$ cat config.mk
export PLATFORM = sky130hd
export DESIGN_NAME = ttu_top
export DESIGN_NICKNAME = d
export VERILOG_FILES = /design/src/rtl/ttu_pkg.sv /design/src/rtl/ttu_enable_ctl.sv /design/src/rtl/ttu_channel.sv /design/src/rtl/ttu_rd_mux.sv /design/src/rtl/ttu_top.sv
export SDC_FILE = /design/constraint.sdc
export NUM_CORES = 1
export LEC_CHECK = 0
export BUFFER_PORTS_ARGS = -buffer_cell sky130_fd_sc_hd__buf_2
export CORE_MARGIN = 4
export CORE_UTILIZATION = 45
export DETAILED_ROUTE_END_ITERATION = 10
export HOLD_SLACK_MARGIN = 0.08
export SLEW_MARGIN = 0
export SYNTH_ARGS = -nofsm -noshare
export SYNTH_HDL_FRONTEND = slang
export SYNTH_SLANG_ARGS = --single-unit
export TNS_END_PERCENT = 20
$ cat constraint.sdc
create_clock -name clk -period 2.8 [get_ports clk]
set_clock_uncertainty 0.15 [all_clocks]
set_input_delay 0.14 -clock clk [delete_from_list [all_inputs] [get_ports clk]]
set_output_delay 0.14 -clock clk [all_outputs]
set_load 0.01 [all_outputs]
$ cat src/rtl/ttu_pkg.sv
package ttu_pkg;

    localparam int unsigned TTU_N_CH  = 3;
    localparam int unsigned TTU_TGT_W = 8;
    localparam int unsigned TTU_OUT_W = 4;

    // Per-channel action selected by the enable controller each cycle
    typedef enum logic [1:0] {
        CH_IDLE    = 2'd0,   // stopped or gated: hold counters
        CH_RESTART = 2'd1,   // run bit rising: clear counters
        CH_STEP    = 2'd2    // running and gate open: ticks advance
    } ch_act_e;

    // Next stage value and whether the target was met
    typedef struct packed {
        logic [TTU_TGT_W-1:0] stage;
        logic                 hit;
    } stage_step_t;

    // Advance the stage counter by one tick and compare with the target.
    // An 8-bit increment wraps to 0, so target 0 is met after 256 ticks.
    function automatic stage_step_t f_stage_step(
        input logic [TTU_TGT_W-1:0] stage,
        input logic [TTU_TGT_W-1:0] target
    );
        stage_step_t          r;
        logic [TTU_TGT_W-1:0] inc;
        inc     = stage + TTU_TGT_W'(1);
        r.hit   = (inc == target);
        r.stage = r.hit ? '0 : inc;
        return r;
    endfunction

endpackage

$ cat src/rtl/ttu_enable_ctl.sv
module ttu_enable_ctl
    import ttu_pkg::*;
#(
    parameter int unsigned N_CH = TTU_N_CH
) (
    input  logic                     clk,
    input  logic                     rst,
    input  logic                     ctl_we_i,
    input  logic [N_CH-1:0]          ctl_en_i,
    input  logic                     run_en_i,
    input  logic                     run_halt_i,
    output logic [N_CH-1:0]          en_q_o,
    output ch_act_e [N_CH-1:0]       act_o
);

    logic [N_CH-1:0] en_q;
    logic            gate_open;

    assign gate_open = run_en_i && !run_halt_i;

    always_ff @(posedge clk) begin
        if (rst) begin
            en_q <= '0;
        end else if (ctl_we_i) begin
            en_q <= ctl_en_i;
        end
    end

    generate
        for (genvar k = 0; k < N_CH; k++) begin : g_act
            always_comb begin
                if (ctl_we_i && ctl_en_i[k] && !en_q[k]) begin
                    act_o[k] = CH_RESTART;
                end else if (en_q[k] && gate_open) begin
                    act_o[k] = CH_STEP;
                end else begin
                    act_o[k] = CH_IDLE;
                end
            end
        end
    endgenerate

    assign en_q_o = en_q;

endmodule

$ cat src/rtl/ttu_channel.sv
module ttu_channel
    import ttu_pkg::*;
#(
    parameter int unsigned TGT_W = TTU_TGT_W,
    parameter int unsigned OUT_W = TTU_OUT_W
) (
    input  logic             clk,
    input  logic             rst,
    input  ch_act_e          act_i,
    input  logic             tick_i,
    input  logic             tgt_we_i,
    input  logic [TGT_W-1:0] tgt_data_i,
    input  logic             rd_i,
    output logic [TGT_W-1:0] stage_o,
    output logic [OUT_W-1:0] outc_o,
    output logic             hit_o
);

    logic [TGT_W-1:0] target_q;
    logic [TGT_W-1:0] stage_q;
    logic [OUT_W-1:0] outc_q;
    stage_step_t      nxt;
    logic             step;
    logic [OUT_W-1:0] outc_base;

    assign step      = (act_i == CH_STEP) && tick_i;
    assign nxt       = f_stage_step(stage_q, target_q);
    assign hit_o     = step && nxt.hit;
    assign outc_base = rd_i ? '0 : outc_q;

    always_ff @(posedge clk) begin
        if (rst) begin
            target_q <= '0;
        end else if (tgt_we_i) begin
            target_q <= tgt_data_i;
        end
    end

    always_ff @(posedge clk) begin
        if (rst) begin
            stage_q <= '0;
            outc_q  <= '0;
        end else if (act_i == CH_RESTART) begin
            stage_q <= '0;
            outc_q  <= '0;
        end else begin
            if (step) begin
                stage_q <= nxt.stage;
            end
            outc_q <= outc_base + OUT_W'(hit_o);
        end
    end

    assign stage_o = stage_q;
    assign outc_o  = outc_q;

endmodule

$ cat src/rtl/ttu_rd_mux.sv
module ttu_rd_mux #(
    parameter int unsigned N_CH  = 3,
    parameter int unsigned OUT_W = 4
) (
    input  logic [N_CH-1:0]            rd_i,
    input  logic [N_CH-1:0][OUT_W-1:0] outc_i,
    output logic [OUT_W-1:0]           data_o
);

    always_comb begin
        data_o = '0;
        for (int k = 0; k < N_CH; k++) begin
            if (rd_i[k]) begin
                data_o = data_o | outc_i[k];
            end
        end
    end

endmodule

$ cat src/rtl/ttu_top.sv
module ttu_top
    import ttu_pkg::*;
#(
    parameter int unsigned N_CH  = TTU_N_CH,
    parameter int unsigned TGT_W = TTU_TGT_W,
    parameter int unsigned OUT_W = TTU_OUT_W
) (
    input  logic             clk,
    input  logic             rst,
    input  logic [N_CH-1:0]  tick_i,
    input  logic [N_CH-1:0]  tgt_we_i,
    input  logic [TGT_W-1:0] tgt_data_i,
    input  logic             ctl_we_i,
    input  logic [N_CH-1:0]  ctl_en_i,
    input  logic             run_en_i,
    input  logic             run_halt_i,
    input  logic [N_CH-1:0]  rd_i,
    output logic [OUT_W-1:0] rd_data_o
);

    logic [N_CH-1:0]            en_q;
    ch_act_e [N_CH-1:0]         act;
    logic [N_CH-1:0][TGT_W-1:0] stage_all;
    logic [N_CH-1:0][OUT_W-1:0] out_all;
    logic [N_CH-1:0]            hit_all;

    ttu_enable_ctl #(.N_CH(N_CH)) u_ctl (
        .clk        (clk),
        .rst        (rst),
        .ctl_we_i   (ctl_we_i),
        .ctl_en_i   (ctl_en_i),
        .run_en_i   (run_en_i),
        .run_halt_i (run_halt_i),
        .en_q_o     (en_q),
        .act_o      (act)
    );

    generate
        for (genvar k = 0; k < N_CH; k++) begin : g_ch
            ttu_channel #(.TGT_W(TGT_W), .OUT_W(OUT_W)) u_ch (
                .clk        (clk),
                .rst        (rst),
                .act_i      (act[k]),
                .tick_i     (tick_i[k]),
                .tgt_we_i   (tgt_we_i[k]),
                .tgt_data_i (tgt_data_i),
                .rd_i       (rd_i[k]),
                .stage_o    (stage_all[k]),
                .outc_o     (out_all[k]),
                .hit_o      (hit_all[k])
            );
        end
    endgenerate

    ttu_rd_mux #(.N_CH(N_CH), .OUT_W(OUT_W)) u_rd (
        .rd_i   (rd_i),
        .outc_i (out_all),
        .data_o (rd_data_o)
    );

endmodule

==> reports/qor.yml <==
n_fill_cell: 659
ant_nets: 0
fin_nets: 454
clock-sinks: 63
power_density_nw_per_um2: 485.2
htreeDepth: 3
diodes: 0
period_needed_ps: 2543
fmax_mhz: 393.3
grt_util_all_layers_pct: 18.18
arrival_ps: 2620
grt_pass1_vias: 2576
cp-start-kind: "flop"
crit_path_frequent_cell: "ha_1"
drv_cap: 0
crit_type: "flop to flop"
start_util_pct: 47.28
yosysTopAreaCell: "dfxtp_1"
core_area_um2: 6944
syn2layout_area_growth_pct: 20.85
holdPathStages: 5
crit_chain: "ha_1 -> xor2_1 -> nor4_1 -> o311ai_1 -> nor4_4 -> ha_1 -> ha_1 -> xnor2_1 -> and2_1"
layout_commonest_cell: "dfxtp_1"
worstSkewPairLatency_ps: 330
timing.final.max_slew_violations: 0
antenna_found_initial: 0
dp_hpwl_um: 5263
layout-drive-gt1-share_pct: 13.65
timing.rr.end: "g_ch[2].u_ch.outc_o[2]"
hp-class: "primary input to flop"
avgViaCountPerCell: 5.048
synth_area_leaders: "dfxtp_1 (38%), xnor2_1 (9.6%), mux2i_1 (9.1%)"
dieWidth_um: 93.42
final_cell_mix: "dfxtp_1 (63), nor2_1 (56), xnor2_1 (36), nand2_1 (30), mux2i_1 (30)"
die-area_um2: 8726
hold_viol: 0
drc: 0
finalCritPeriodShare_pct: 90.81
worstMarginPinSlew_ps: 967.2
setup_tns_ps: 0
yosysUniqueCellTypes: 43
p_total_mw: 1.925
ys_seq_elements: 63
drtPass1Iterations: 4
portBuffers: 28
critPathBufInv: 0
worstHoldStart: "tick_i[1]"
reg2regPathDepth: 9
core.rowCount: 30
wl_um: 7356
drt_iter0_drc: 113
cts_buffers: 9
synth.avg_cell_area_um2: 8.946
cts.path.max_buffers: 2
synth-main-ff-cell: "dfxtp_1"
outcome: "complete, no violations"
critical_path_required_ps: 2880
r2r-start: "g_ch[2].u_ch.stage_o[0]"
clkSlewWorstSetupHoldPaths_ps: 70
ios: 29
clock-root-buffer: "clkbuf_8"
grt_max_degree: 31
cp_slowest_cell: "dfxtp_1"
peakVddDrop_v: 0.0003596
grt_pass1_wl_um: 12350
cts_tree: "built"
synth_top_area_share_pct: 38.41
rrSetupSlack_ps: 260
yosysWarnings: 0
synth_cells: 367
hold_end: "g_ch[1].u_ch.stage_o[0]"
ys_async_sr_fraction_pct: 0
synth-seq-area-share_pct: 38.41
gp_congestion: 0.8504
p_leak_nw: 1.700
die_height_um: 93.42
slew-limit-headroom_pct: 35.39
finalSetupViolCount: 0
critical-path-top-delay-family: "simple AND/OR/NAND/NOR gates"
syn_nets: 401
rsz0062_at_grt: "false"
routed-via-count: 2630
cpPeakStageDelay_ps: 460
grt_overflow: 0
avgRoutedWirePerCell_um: 14.12
synth_edf_count: 0
netlist_area_um2: 3283
path_max_fanout: 6
cp-end-kind: "flop"
cell type report:
| cell class | count | area, um2 | area share, % |
|---|---|---|---|
| multi-input cells | 279 | 1927 | 48.57 |
| repair buffers | 57 | 412.9 | 10.41 |
| flip-flops and latches | 63 | 1261 | 31.79 |
| inverters | 10 | 37.54 | 0.9461 |
| clock inverters | 3 | 40.04 | 1.009 |
| well taps | 96 | 120.1 | 3.027 |
| clock buffers | 13 | 168.9 | 4.257 |
worst max-delay path by stage:
stage,startpoint,endpoint,cells past startpoint
floorplan,g_ch[1].u_ch.stage_o[0],g_ch[1].u_ch.outc_o[2],7
global placement,g_ch[2].u_ch.stage_o[0],g_ch[2].u_ch.outc_o[2],10
detailed placement,g_ch[1].u_ch.stage_o[0],g_ch[1].u_ch.outc_o[2],9
CTS,g_ch[2].u_ch.stage_o[0],g_ch[2].u_ch.outc_o[2],9
global route,g_ch[2].u_ch.stage_o[0],g_ch[2].u_ch.outc_o[3],10
finish,g_ch[2].u_ch.stage_o[0],g_ch[2].u_ch.outc_o[2],9
repair_timing:
action                                 in CTS  in global routing
hold buffers                               22                  0
resized for setup                           0                  0
endpoints found under the hold margin      30                  0
buffers inserted                            0                  0
worst register-to-register path: stages, from the launching register on:
cell and delay, ps:
dfxtp_1 460, ha_1 300, xor2_1 150, nor4_1 290, o311ai_1 210, nor4_4 300, ha_1 220, ha_1 160
xnor2_1 60, and2_1 140
cells in the mapped netlist (all sizes together), types with 2 or more instances:
master / instances
nor2: 56
nand3: 14
a21oi: 2
a31oi: 2
nand4b: 2
nand2: 30
xnor2: 36
nor4: 3
ha: 9
xor2: 19
o21bai: 2
o31ai: 3
nor3: 12
dfxtp: 63
and3: 4
nand2b: 4
and2: 10
mux2i: 30
nor2b: 11
a222oi: 4
nand4: 5
o311ai: 2
inv: 10
nor3b: 3
o21ai: 5
a2111oi: 2
clkbuf: 14
stage by stage:
step           std cells  utilization, %  hold WS, ps  setup WS [ps]  cell area [um2]
2_1_floorplan        367               -        61.53          281.1             3283
3_3_place_gp         483           50.96        249.2          327.0             3538
3_5_place_dp         483           50.96        256.1          281.8             3538
4_1_cts              521           57.14        107.1          232.6             3968
5_1_grt              521           57.14        128.8          56.74             3968
6_report             521           57.14        116.0          257.4             3968
layer usage:
layer,track usage [%],vias to the layer above,routed length [um]
li1,-,1352,-
met1,23.72,1220,3575
met2,28.89,48,3453
met3,4.183,10,237
met4,7.326,0,89
met5,0,-,0
cells by family (layout without fill, tap and decap cells):
group | after synthesis | in the layout | synth area share [%]
buffers and inverters | 25 | 83 | 2.896
DFF | 63 | 63 | 38.41
AOI/OAI and AO/OA | 26 | 26 | 6.898
and+or+nand+nor | 159 | 159 | 24.54
adders and majority gates | 9 | 9 | 3.430
muxes | 30 | 30 | 9.146
xor gates and xnor gates | 55 | 55 | 14.67
state kept, by name, summed over array words and instances, names as in the netlist:
register and cells:
g_ch.u_ch.outc_o 12, u_ctl.en_q_o 3, g_ch.u_ch.stage_o 24, g_ch.u_ch.target_q 24
power breakdown:
group | internal (mW) | switching, mW | leakage (nW)
combinational | 0.0816 | 0.0817 | 1.08
sequential | 0.920 | 0.0234 | 0.513
clock | 0.482 | 0.337 | 0.109
Power figures use the tool's default switching activity.
